<file path="src/rtl/dram_pwr_pkg.sv">
package dram_pwr_pkg;
  typedef enum logic [1:0] {
    ST_ATTN = 2'd0,
    ST_STBY = 2'd1,
    ST_NAP  = 2'd2,
    ST_PDN  = 2'd3
  } pwr_state_t;

  typedef enum logic [1:0] {
    OP_ACT  = 2'd0,
    OP_RLX  = 2'd1,
    OP_NAPR = 2'd2,
    OP_PDNR = 2'd3
  } row_op_t;
endpackage

</file>
<file path="src/rtl/dpm_lock_ctr.sv">
module dpm_lock_ctr #(
  parameter int W = 8
) (
  input  logic         clk_i,
  input  logic         rst_ni,
  input  logic         load_i,
  input  logic [W-1:0] val_i,
  output logic         zero_o
);
  logic [W-1:0] cnt_q;

  always_ff @(posedge clk_i or negedge rst_ni) begin
    if (!rst_ni)          cnt_q <= '0;
    else if (load_i)      cnt_q <= val_i;
    else if (cnt_q != '0) cnt_q <= cnt_q - 1'b1;
  end

  assign zero_o = (cnt_q == '0);

  // one step down per clock while running
  a_r8_count_down: assert property (@(posedge clk_i) disable iff (!rst_ni)
    (!load_i && cnt_q != '0) |=> (cnt_q == $past(cnt_q) - 1'b1));
endmodule

</file>
<file path="src/rtl/dpm_row_decode.sv">
module dpm_row_decode
  import dram_pwr_pkg::*;
#(
  parameter int DEV_W = 5
) (
  input  logic             vld_i,
  input  logic [1:0]       op_i,
  input  logic [DEV_W-1:0] dev_i,
  input  logic             bcast_i,
  input  logic [DEV_W-1:0] my_dev_i,
  output logic             act_o,
  output logic             rlx_o,
  output logic             nap_o,
  output logic             pdn_o
);
  logic    hit_own, hit_any;
  row_op_t op;

  assign op      = row_op_t'(op_i);
  assign hit_own = vld_i && !bcast_i && (dev_i == my_dev_i);
  assign hit_any = vld_i && (bcast_i || (dev_i == my_dev_i));

  // activate only honoured when not broadcast
  assign act_o = hit_own && (op == OP_ACT);
  assign rlx_o = hit_any && (op == OP_RLX);
  assign nap_o = hit_any && (op == OP_NAPR);
  assign pdn_o = hit_any && (op == OP_PDNR);

  a_r4_one_op: assert final ($countones({act_o, rlx_o, nap_o, pdn_o}) <= 1);
endmodule

</file>
<file path="src/rtl/dpm_fsm.sv">
module dpm_fsm
  import dram_pwr_pkg::*;
#(
  parameter int CNT_W = 8,
  parameter int XS_W  = 4
) (
  input  logic             clk_i,
  input  logic             rst_ni,
  input  logic             act_i,
  input  logic             rlx_i,
  input  logic             nap_i,
  input  logic             pdn_i,
  input  logic             wake_hit_i,
  input  logic             dw_zero_i,
  input  logic             ren_zero_i,
  input  logic             xd_zero_i,
  input  logic [CNT_W-1:0] nap_reentry_i,
  input  logic [CNT_W-1:0] nap_dwell_i,
  input  logic [CNT_W-1:0] pdn_reentry_i,
  input  logic [CNT_W-1:0] pdn_dwell_i,
  input  logic [XS_W-1:0]  nap_scale_i,
  input  logic [XS_W-1:0]  pdn_scale_i,
  output logic             dw_load_o,
  output logic [CNT_W-1:0] dw_val_o,
  output logic             ren_load_o,
  output logic [CNT_W-1:0] ren_val_o,
  output logic             xd_load_o,
  output logic [CNT_W-1:0] xd_val_o,
  output pwr_state_t       state_o,
  output logic             err_entry_o,
  output logic             err_exit_o
);
  localparam int PadW = CNT_W - XS_W;

  pwr_state_t state_q, state_d, saved_q;
  logic       exit_q, asleep;
  logic       entry_req, entry_ok, wake_req, wake_ok, exit_now;
  logic       err_entry_q, err_exit_q;

  assign asleep    = (state_q == ST_NAP) || (state_q == ST_PDN);
  assign entry_req = (nap_i || pdn_i) && !asleep;
  assign entry_ok  = entry_req && ren_zero_i;
  assign wake_req  = wake_hit_i && asleep && !exit_q;
  assign wake_ok   = wake_req && dw_zero_i;
  assign exit_now  = exit_q && xd_zero_i;

  always_comb begin
    state_d = state_q;
    if (exit_now)                           state_d = saved_q;
    else if (entry_ok)                      state_d = nap_i ? ST_NAP : ST_PDN;
    else if (act_i && state_q == ST_STBY)   state_d = ST_ATTN;
    else if (rlx_i && state_q == ST_ATTN)   state_d = ST_STBY;
  end

  assign dw_load_o  = entry_ok;
  assign dw_val_o   = nap_i ? nap_dwell_i : pdn_dwell_i;
  assign ren_load_o = exit_now;
  assign ren_val_o  = (state_q == ST_NAP) ? nap_reentry_i : pdn_reentry_i;
  assign xd_load_o  = wake_ok;
  assign xd_val_o   = (state_q == ST_NAP) ? {{PadW{1'b0}}, nap_scale_i}
                                          : {{PadW{1'b0}}, pdn_scale_i};

  always_ff @(posedge clk_i or negedge rst_ni) begin
    if (!rst_ni) begin
      state_q     <= ST_STBY;
      saved_q     <= ST_STBY;
      exit_q      <= 1'b0;
      err_entry_q <= 1'b0;
      err_exit_q  <= 1'b0;
    end else begin
      state_q <= state_d;
      if (entry_ok) saved_q <= state_q;
      if (wake_ok)       exit_q <= 1'b1;
      else if (exit_now) exit_q <= 1'b0;
      if (entry_req && !ren_zero_i) err_entry_q <= 1'b1;
      if (wake_req && !dw_zero_i)   err_exit_q  <= 1'b1;
    end
  end

  assign state_o     = state_q;
  assign err_entry_o = err_entry_q;
  assign err_exit_o  = err_exit_q;

  a_r2_act_wakes: assert property (@(posedge clk_i) disable iff (!rst_ni)
    (state_q == ST_STBY && act_i) |=> (state_q == ST_ATTN));
  a_r5_sleep_holds: assert property (@(posedge clk_i) disable iff (!rst_ni)
    (asleep && !exit_q) |=> $stable(state_q));
  a_r6_exit_to_saved: assert property (@(posedge clk_i) disable iff (!rst_ni)
    exit_now |=> (state_q == $past(saved_q)));
  a_r8_no_early_exit: assert property (@(posedge clk_i) disable iff (!rst_ni)
    (asleep && !dw_zero_i) |=> (state_q == ST_NAP || state_q == ST_PDN));
  a_r9_no_early_entry: assert property (@(posedge clk_i) disable iff (!rst_ni)
    (!asleep && !ren_zero_i) |=> (state_q == ST_ATTN || state_q == ST_STBY));
  a_r10_entry_err_sticky: assert property (@(posedge clk_i) disable iff (!rst_ni)
    err_entry_q |=> err_entry_q);
  a_r10_exit_err_sticky: assert property (@(posedge clk_i) disable iff (!rst_ni)
    err_exit_q |=> err_exit_q);
endmodule

</file>
<file path="src/rtl/dram_pwr_mgr.sv">
module dram_pwr_mgr
  import dram_pwr_pkg::*;
#(
  parameter int DEV_W = 5,
  parameter int CNT_W = 8,
  parameter int XS_W  = 4
) (
  input  logic             clk_i,
  input  logic             rst_ni,
  input  logic [DEV_W-1:0] dev_id_i,
  input  logic [DEV_W-1:0] pdev_id_i,
  input  logic             row_vld_i,
  input  logic [1:0]       row_op_i,
  input  logic [DEV_W-1:0] row_dev_i,
  input  logic             row_bcast_i,
  input  logic             wake_i,
  input  logic [DEV_W-1:0] wake_dev_i,
  input  logic [CNT_W-1:0] nap_reentry_i,
  input  logic [CNT_W-1:0] nap_dwell_i,
  input  logic [CNT_W-1:0] pdn_reentry_i,
  input  logic [CNT_W-1:0] pdn_dwell_i,
  input  logic [XS_W-1:0]  nap_scale_i,
  input  logic [XS_W-1:0]  pdn_scale_i,
  output logic [1:0]       state_o,
  output logic             accept_o,
  output logic             err_entry_o,
  output logic             err_exit_o
);
  logic             act, rlx, nap, pdn, wake_hit;
  logic             dw_load, ren_load, xd_load;
  logic [CNT_W-1:0] dw_val, ren_val, xd_val;
  logic             dw_zero, ren_zero, xd_zero;
  pwr_state_t       state;

  assign wake_hit = wake_i && (wake_dev_i == pdev_id_i);

  dpm_row_decode #(.DEV_W(DEV_W)) u_dec (
    .vld_i(row_vld_i), .op_i(row_op_i), .dev_i(row_dev_i),
    .bcast_i(row_bcast_i), .my_dev_i(dev_id_i),
    .act_o(act), .rlx_o(rlx), .nap_o(nap), .pdn_o(pdn)
  );

  dpm_lock_ctr #(.W(CNT_W)) u_dwell (
    .clk_i, .rst_ni, .load_i(dw_load), .val_i(dw_val), .zero_o(dw_zero)
  );
  dpm_lock_ctr #(.W(CNT_W)) u_reentry (
    .clk_i, .rst_ni, .load_i(ren_load), .val_i(ren_val), .zero_o(ren_zero)
  );
  dpm_lock_ctr #(.W(CNT_W)) u_exit_dly (
    .clk_i, .rst_ni, .load_i(xd_load), .val_i(xd_val), .zero_o(xd_zero)
  );

  dpm_fsm #(.CNT_W(CNT_W), .XS_W(XS_W)) u_fsm (
    .clk_i, .rst_ni,
    .act_i(act), .rlx_i(rlx), .nap_i(nap), .pdn_i(pdn),
    .wake_hit_i(wake_hit),
    .dw_zero_i(dw_zero), .ren_zero_i(ren_zero), .xd_zero_i(xd_zero),
    .nap_reentry_i, .nap_dwell_i, .pdn_reentry_i, .pdn_dwell_i,
    .nap_scale_i, .pdn_scale_i,
    .dw_load_o(dw_load), .dw_val_o(dw_val),
    .ren_load_o(ren_load), .ren_val_o(ren_val),
    .xd_load_o(xd_load), .xd_val_o(xd_val),
    .state_o(state), .err_entry_o, .err_exit_o
  );

  assign state_o  = state;
  assign accept_o = (state == ST_ATTN) || (state == ST_STBY);

  // sleeping device never accepts packets
  a_r4_no_accept_asleep: assert property (@(posedge clk_i) disable iff (!rst_ni)
    (state_o[1]) |-> !accept_o);
endmodule

</file>
<file path="config.mk">
export PLATFORM = sky130hd
export DESIGN_NAME = dram_pwr_mgr
export DESIGN_NICKNAME = d
export VERILOG_FILES = /design/src/rtl/dram_pwr_pkg.sv /design/src/rtl/dpm_lock_ctr.sv /design/src/rtl/dpm_row_decode.sv /design/src/rtl/dpm_fsm.sv /design/src/rtl/dram_pwr_mgr.sv
export SDC_FILE = /design/constraint.sdc
export NUM_CORES = 1
export LEC_CHECK = 0
export BUFFER_PORTS_ARGS = -buffer_cell sky130_fd_sc_hd__buf_2
export CORE_MARGIN = 2
export CORE_UTILIZATION = 52
export CTS_CLUSTER_SIZE = 16
export DETAILED_ROUTE_END_ITERATION = 12
export MAX_ROUTING_LAYER = met4
export PLACE_DENSITY = 0.81
export SLEW_MARGIN = 20
export SYNTH_ARGS = -nofsm -noshare
export SYNTH_HDL_FRONTEND = slang
export SYNTH_HIERARCHICAL = 1
export SYNTH_SLANG_ARGS = --single-unit
</file>
<file path="constraint.sdc">
create_clock -name clk_i -period 2.8 [get_ports clk_i]
set_clock_uncertainty 0.1 [all_clocks]
set_input_delay 0 -clock clk_i [delete_from_list [all_inputs] [get_ports clk_i]]
set_output_delay 0 -clock clk_i [all_outputs]
set_load 0.005 [all_outputs]
</file>
Yosys cells after proc, flatten, opt, wreduce, memory -nomap -nowiden --
Index checks and enable logic that the tools add are counted.
Storage, ports and cells: bits in registers 31, bits of input ports 67, output and inout port bits 5, word-level logic and storage cells 75
Cells by class: add/sub/neg operators 3, eq/ne operators 8, mux-type cells 16, reductions and logical operators 40
Operators with widths (count):
- 8-bit 2-to-1 mux | 8
- 8-bit zero test | 3
- 8-bit nonzero test | 3
- 8-bit by 1-bit subtractor with 8-bit output, second input constant | 3
- 1-bit logical AND | 18
- 5-bit equality test | 2
- 2-bit equality test, second input constant | 4
- 2-bit 2-to-1 mux | 4
- 2-bit nonzero test | 4
- 1-bit zero test | 5
- 2-bit by 1-bit equality test with 1-bit output, second input constant | 2
- 2-bit zero test | 2
- 1-bit logical OR | 4
- 4-bit 2-to-1 mux | 1
- 4-bit nonzero test | 1
- 1-bit 2-to-1 mux | 3

Depth between registers and ports, before layout --
Gate-level depths: netlist of the first run.
word-level depth 9, mapped depth 10, mapped depth without buffers 9

Hierarchy --
The synthesis of the first run kept the hierarchy.
By module, submodules not included:
- dpm_lock_ctr | times used 3, cells each 54, area each 476.7 um^2, seq. area each 200.2 um^2
- dpm_fsm | times used 1, cells each 58, area each 668.1 um^2, seq. area each 177.7 um^2
- dpm_row_decode | times used 1, cells each 20, area each 145.1 um^2, seq. area each 0.0 um^2
- dram_pwr_mgr | times used 1, cells each 8, area each 60.1 um^2, seq. area each 0.0 um^2

Worst setup path after synthesis of the first run --
Ideal clock, no wire load.
path kind register to register, start register u_reentry.cnt_q[0], end register u_dwell.cnt_q[4], library setup time 0.079 ns, data arrival time 2.125 ns, required time 2.621 ns, path slack 0.495 ns, stages on the path, launching flop included 11, path buffers 2, clock period less this slack 2.305 ns, cells stage by stage dfrtp_1 -> inv_1 -> ha_1 -> or3b_1 -> clkbuf_2 -> nor2_1 -> nand2_2 -> inv_1 -> dlygate4sd1_1 -> a21oi_1 -> a2bb2oi_1
Between the ends: cells in the longest elaborated chain, start to end 3, elaborated cells on any way between the ends 4, those cells by class 1 x mux; 3 x reduce/logical
RTL lines:
- from (decl) | line dpm_lock_ctr.sv:10 | logic [W-1:0] cnt_q;
- from (signal assigned) | line dpm_lock_ctr.sv:14 | else if (load_i) cnt_q <= val_i;
- from (signal assigned) | line dpm_lock_ctr.sv:15 | else if (cnt_q != '0) cnt_q <= cnt_q - 1'b1;
- 8-bit zero test (*) | line dpm_lock_ctr.sv:18 | assign zero_o = (cnt_q == '0);
- net ren_zero | line dram_pwr_mgr.sv:32 | logic dw_zero, ren_zero, xd_zero;
- 1-bit logical AND (*) | line dpm_fsm.sv:42 | assign entry_ok = entry_req && ren_zero_i;
- net dw_load | line dram_pwr_mgr.sv:30 | logic dw_load, ren_load, xd_load;
- 8-bit 2-to-1 mux / 2-bit nonzero test (equally long branches)
- to (signal assigned) | line dpm_lock_ctr.sv:14
- to (signal assigned) | line dpm_lock_ctr.sv:15
- to (decl) | line dpm_lock_ctr.sv:10
Mark *: on every way through the listed nets, which the timed path passes. The rest lies on a longest branch. A chain may end at the register's enable or synchronous reset.

Final worst setup path of the first run --
start register u_dwell.cnt_q[0], end register u_exit_dly.cnt_q[5]
Between the ends: cells in the longest elaborated chain, start to end 3, elaborated cells on any way between the ends 4, those cells by class 1 x mux; 3 x reduce/logical
RTL lines:
- 8-bit zero test (*) | line dpm_lock_ctr.sv:18
- net dw_zero | line dram_pwr_mgr.sv:32
- 1-bit logical AND (*) | line dpm_fsm.sv:44 | assign wake_ok = wake_req && dw_zero_i;
- net xd_load | line dram_pwr_mgr.sv:30
- 8-bit 2-to-1 mux / 2-bit nonzero test (equally long branches)
- to (signal assigned) | line dpm_lock_ctr.sv:14
- to (signal assigned) | line dpm_lock_ctr.sv:15
- to (decl) | line dpm_lock_ctr.sv:10
Marks and branches as above.

==> results.md, run 1 <==
- Filler cell count in the final layout: ~350
- CTS tree: built
- Critical path cell sequence: inv_1 -> ha_1 -> or3b_1 -> nor2_1 -> and4_2 -> inv_1 -> a221oi_1
- Via density: around 5.7
- Hold Path Class: in2reg
- Worst Setup SP: u_dwell/cnt_q[0]$_DFFE_PN0P_
- Seq pwr share: 0.414
- Post-synthesis register bit count: 31
- Vias in the first global route: ~2,300
- Final Hold Vio Count: 0
- Cell-internal power: 989 µW
- Setup Crit Path Kind: reg2reg
- Wire length per cell: about 14 µm
- Clk root buf: clkbuf_8
- Antenna Cells: 0
- Peak supply drop: around 0.00046 V
- Largest net degree at the start of global routing: 32
- Via count: 2,310
- # clock sinks: 31
- Combinational share of power: 0.254
- Clock Path Buffers: 2
- Cell Rows: 24
- Most common cell in the netlist: dfrtp_1
- CTS buffer count: 5
- Maxcap violations: 0
- Port Buffers: 71
- Synth area leaders: dfrtp_1 (32%), mux2_4 (7.2%), mux2_2 (4.9%)
- Post-Syn Area: roughly 0.0023 mm²
- Unrepaired setup endpoints after global routing: false
- Commonest cells in the netlist: dfrtp_1 (29), nand2_1 (18), nor2_1 (16)
- Post-synth top area share: 0.315
- Setup_tns: 0 ns
- Die area: around 0.0050 mm²
- Worst r2r path cells: 7
- DR iter-0 viols: 156
- Syn. warnings: 6
- Count of different cell masters after synthesis: 51
- Die height: about 71 µm
- Initial antenna violation count: 0
- Dpl ws: 0.290 ns
- Slew HR: 0.533
- DIE WIDTH: 70.6 µm
- GR Overflow Total: 0
- Clock power frac: 0.332
- CP required: 2.89 ns
- Residual DRC: 0
- Syn Inst Count: between 200 and 250
- Final worst path period need: approximately 2.6 ns
- Number of enable flip-flop cells after synthesis: 0
- Worst slew pin tran: ~0.70 ns
- Max Clock Freq: ~390 MHz
- Sw Pwr: 423 µW
- Crit path top cell by count: inv_1
- Synth async-reset ratio: 1.00
- Boundary pin count: between 70 and 80
- First-pass DRT Iterations: 4
- Core Region: approximately 0.0043 mm²
- Switching share of total power: 0.300
- Post-route ant nets: 0
- R2R Path Start: u_dwell/cnt_q[0]$_DFFE_PN0P_
- Hold depth: 3
- Final period util: 0.919
- Clk slew on worst S/H paths: ~0.07 ns
- Multi-input gate area: about 0.0014 mm²
- Layout cell share with drive strength beyond 1: 0.329
- Starting density of the core: 0.533
- Slew Viols, Final: 0
- Final setup viols: 0
- Hpwl dp: 3.81 mm
- Register area share after synthesis: 0.338
- Postcts setup bufs: 0
- Area leader, netlist: dfrtp_1
- Slowest CP cell: or3b_1
- Main flop type after synthesis: dfrtp_1
- H-tree levels: 2
- Syn_area_per_cell: 9.29 µm²
- Pwr dens: 457 mW/mm²
- Nets: between 400 and 500
- Placer Congestion: about 0.85
- Aggregate routed wire length: between 5 and 6 mm
- CP max stage delay: approximately 0.48 ns
- CP Launch Type: register
- Status: complete, no violations
- Area delta synth->final: 34.3%
- Worst Path Arrival: roughly 2.7 ns
- Hold_sp: pdn_dwell_i[4]
- Pleak: around 1.4 nW
- Critical Path End Type: register
- Power, Total: 1.41 mW
- Total GRT Usage: 0.246
- First-pass GRT wire length: 9.58 mm
- Sequential Area: slightly below 800 µm²
- Final WS setup: approximately 0.23 ns
- Worst-path fanout max: 14
- Clk_lat worst skew: about 0.29 ns
==> cells in the final DEF, fill, tap and decap left out, types with 9 or more instances in the layout <==
cell            n
inv_1          15
nor3_1          9
dlygate4sd3_1  31
mux2_2         10
o31ai_1         9
nand2_1        18
nor2_1         16
a21oi_1         9
mux2_4         11
buf_2          71
dfrtp_1        29
==> worst max-delay path, delay by kind of cell (launching register included) <==
family / cells / cell delay (ns)
adders and majority gates: 1 / 0.22
and+or+nand+nor: 3 / 1.18
buffers and inverters: 2 / 0.27
AOI/OAI and AO/OA: 1 / 0.28
DFF: 1 / 0.43
==> state kept, by name (all words and copies together) (netlist names) <==
name               flops
u_fsm/exit_q           1
u_fsm/state_o          2
u_fsm/saved_q          2
u_reentry/cnt_q        8
u_dwell/cnt_q          8
u_fsm/err_entry_o      1
u_exit_dly/cnt_q       8
u_fsm/err_exit_o       1
==> metrics by stage <==
| step | instance area, µm² | hold WS [ns] | cells | utilization |
|---|---|---|---|---|
| 6_report | 3090 | 0.0161 | 405 | 0.716 |
| 5_1_grt | 3090 | 0.0320 | 405 | 0.716 |
| 4_1_cts | 3090 | 0.0173 | 405 | 0.716 |
| 3_5_place_dp | 2670 | -0.00116 | 366 | 0.617 |
| 3_3_place_gp | 2670 | -0.00677 | 366 | 0.617 |
| 2_1_floorplan | 2310 | -0.396 | 251 | - |
==> path summary, 6_finish.rpt <==
| kind | to | slack (ns) |
|---|---|---|
| min | u_dwell/cnt_q[4]$_DFFE_PN0P_ | 0.02 |
| max reg2reg | u_exit_dly/cnt_q[5]$_DFFE_PN0P_ | 0.23 |
| max in group asynchronous | u_dwell/cnt_q[7]$_DFFE_PN0P_ | 1.96 |
| max | u_exit_dly/cnt_q[5]$_DFFE_PN0P_ | 0.23 |
| min reg2reg | u_fsm/err_entry_o$_DFFE_PN0P_ | 0.36 |
| min in group asynchronous | u_exit_dly/cnt_q[1]$_DFFE_PN0P_ | 0.19 |
==> per-layer routing <==
metal,GRT usage,wire (µm),part of all wire,vias up
li1,-,-,-,1133
met2,0.436,2920,0.51,81
met5,-,0,0,-
met4,0.101,126,0.022,0
met3,0.0556,254,0.045,13
met1,0.265,2390,0.42,1083
==> power groups by stage <==
stage / Combinational (mW) / Sequential (mW) / Clock (mW)
2_1_floorplan: 0.227 / 0.568 / 0
3_3_place_gp: 0.304 / 0.585 / 0
3_5_place_dp: 0.319 / 0.584 / 0
4_1_cts: 0.354 / 0.580 / 0.473
5_1_grt: 0.401 / 0.592 / 0.493
6_report: 0.359 / 0.585 / 0.469
==> repair_timing <==
item	in CTS	in global routing
hold buffers	31	0
gates resized for setup	0	0
endpoints found under the setup margin	0	0
hold endpoints to repair	44	0
==> area by class of cell <==
| cell class | count | area share |
|---|---|---|
| timing repair buffer | 106 | 0.225 |
| tap | 52 | 0.0210 |
| multi-input combinational | 192 | 0.445 |
| inverter | 16 | 0.0194 |
| clock buffer | 6 | 0.0267 |
| clock inverter | 2 | 0.0113 |
| sequential | 31 | 0.252 |
==> cells by family after synthesis <==
| family | after synthesis | share of synthesized area |
|---|---|---|
| compound gates | 59 | 0.180 |
| xor+xnor | 13 | 0.0527 |
| fa+ha+maj | 3 | 0.0163 |
| buf+inv | 28 | 0.0690 |
| flops | 31 | 0.338 |
| mux | 21 | 0.121 |
| other cells | 1 | 0.00163 |
| simple gates | 92 | 0.222 |
Note: power is estimated with default switching activity, not from simulation.
==> run 2, diff against run 1 <==
- BUFFER_PORTS_ARGS: -buffer_cell sky130_fd_sc_hd__buf_2 -> not set
- CORE_UTILIZATION: 52 -> 58
- DONT_BUFFER_PORTS: not set -> 1
- PLACE_DENSITY: 0.81 -> 0.74
- SKIP_LAST_GASP: not set -> 1
- clock period: 2.8 -> 3.32 ns (I/O delays scaled with it)
==> results.md, run 2 (synthesis results as in run 1) <==
- Wire length per cell: around 16 µm
- DR iter-0 viols: 188
- Setup Crit Path Kind: reg2reg
- R2R setup slack: 0.45 ns
- Max Clock Freq: ~350 MHz
- Final Hold Vio Count: 0
- Largest net degree at the start of global routing: 32
- Worst-path fanout max: 13
- Crit Reg-Reg Endpoint: u_reentry/cnt_q[6]$_DFFE_PN0P_
- Vias in the first global route: 1,922
- Starting density of the core: 0.615
- Peak supply drop: a little over 0.0003 V
- First-pass GRT wire length: 8.81 mm
- Worst slew pin tran: 0.596 ns
- Hold Path Class: in2async
- Die area: between 0.004 and 0.005 mm²
- Filler cell count in the final layout: around 290
- Aggregate routed wire length: roughly 5.4 mm
- Port Buffers: 0
- Clk_lat worst skew: 0.30 ns
- Boundary pin count: ~70
- Via count: roughly 2,100
- Clock Path Buffers: 2
- Status: complete, no violations
- Most frequent cells in the layout: dlygate4sd3_1 (38), dfrtp_1 (29), nand2_1 (18), nor2_1 (16), inv_1 (15)
- Slew Viols, Final: 0
- Post-route ant nets: 0
- Maxcap violations: 0
- Core Region: 0.00374 mm²
- Cell Rows: 22
- Postcts setup bufs: 0
- Unrepaired setup endpoints after global routing: false
- CTS tree: built
- Largest registers: u_dwell/cnt_q x8, u_exit_dly/cnt_q x8, u_reentry/cnt_q x8
- Nets: 356
- Slew HR: 0.599
- Most common cell after layout, fill and taps aside: dlygate4sd3_1
- Area delta synth->final: 20.0%
- CP required: around 3.4 ns
- Die height: about 67 µm
- CTS buffer count: 5
- Residual DRC: 0
- H-tree levels: 2
- Final worst path period need: around 2.9 ns
- GR Overflow Total: 0
- Clk root buf: clkbuf_8
- R2R Path Start: u_exit_dly/cnt_q[0]$_DFFE_PN0P_
- Worst setup path end: u_reentry/cnt_q[6]$_DFFE_PN0P_
- Total GRT Usage: 0.269
- Via density: about 6
- Final setup viols: 0
- DIE WIDTH: ~67 µm
- CP Launch Type: register
- # clock sinks: 31
- Antenna Cells: 0
- Final period util: 0.864
- Pleak: between 1 and 1.5 nW
- Initial antenna violation count: 0
- Clk slew on worst S/H paths: about 0.07 ns
- Dpl cell area: about 0.0023 mm²
- Pwr dens: roughly 380 mW/mm²
- First-pass DRT Iterations: 4
- Placer Congestion: about 1
- Hpwl dp: 3.33 mm
- Resized Gates After CTS: 0
- Worst Setup SP: u_exit_dly/cnt_q[0]$_DFFE_PN0P_
- Critical Path End Type: register
- Worst Path Arrival: 2.91 ns
- Worst r2r path cells: 9
- Layout cell share with drive strength beyond 1: 0.143
- Setup_tns: 0 ns
- Design Area, Final: roughly 0.0028 mm²
run 2: cell count changes in the layout (fill, tap and decap cells not counted), sizes merged:
| cell | before | now |
|---|---|---|
| clkbuf | 6 | 7 |
| buf | 75 | 2 |
| bufinv | 1 | 0 |
| dlygate4sd3 | 31 | 38 |
run 2: layer usage:
metal  global-route usage  vias to the layer above  routed length (µm)
li1                     -                     1005                   -
met1                0.314                      957                2180
met2                0.447                       79                2780
met3               0.0507                       15                 288
met4                0.125                        0                 155
met5                    -                        -                   0
run 2: power by group:
part | switching (mW) | leakage (nW) | internal (mW) | total (mW)
logic | 0.122 | 0.673 | 0.146 | 0.269
clock network | 0.146 | 0.0422 | 0.147 | 0.293
registers | 0.0614 | 0.362 | 0.426 | 0.487
total | 0.330 | 1.08 | 0.719 | 1.05
run 2: worst min-delay path by stage:
stage / start / to / slack [ns]
after CTS: nap_reentry_i[5] / u_reentry/cnt_q[5]$_DFFE_PN0P_ / 0.04
final: rst_ni / u_exit_dly/cnt_q[3]$_DFFE_PN0P_ / 0.04
after detailed placement: rst_ni / u_exit_dly/cnt_q[3]$_DFFE_PN0P_ / -0.39
after global routing: nap_reentry_i[5] / u_reentry/cnt_q[5]$_DFFE_PN0P_ / 0.04
after global placement: rst_ni / u_exit_dly/cnt_q[3]$_DFFE_PN0P_ / -0.39
after floorplan: rst_ni / u_dwell/cnt_q[0]$_DFFE_PN0P_ / -0.40
run 2: cell type report:
| cell class | instances | area [µm²] | area share |
|---|---|---|---|
| Multi-Input combinational cell | 192 | 1380 | 0.498 |
| Sequential cell | 31 | 778 | 0.281 |
| Timing Repair Buffer | 40 | 408 | 0.148 |
| Clock buffer | 7 | 76.3 | 0.0276 |
| Inverter | 16 | 60.1 | 0.0217 |
| Tap cell | 48 | 60.1 | 0.0217 |
| Clock inverter | 1 | 5.00 | 0.00181 |
run 2: timing repair:
action / 4_1_cts / 5_1_grt
hold endpoints to repair: 50 / 0
hold buffers: 39 / 0
setup endpoints to repair: 0 / 0
run 2: per-stage QoR:
| step | cells | hold slack [ns] | util | power, mW | worst slack, ns |
|---|---|---|---|---|---|
| after floorplan | 251 | -0.396 | - | 0.671 | 1.02 |
| after global placement | 288 | -0.395 | 0.610 | 0.708 | 0.562 |
| after detailed placement | 288 | -0.395 | 0.610 | 0.709 | 0.595 |
| after CTS | 335 | 0.0402 | 0.739 | 1.04 | 0.556 |
| after global routing | 335 | 0.0368 | 0.739 | 1.11 | 0.228 |
| final | 335 | 0.0365 | 0.739 | 1.05 | 0.451 |
run 2: worst max-delay path, stage by stage, from the launching register on:
cell,delay (ns)
dfrtp_1,0.42
inv_1,0.09
ha_1,0.22
or3b_1,0.48
nor2_1,0.33
nand2_1,0.19
inv_1,0.33
inv_1,0.20
o311ai_0,0.19
nand3_1,0.18
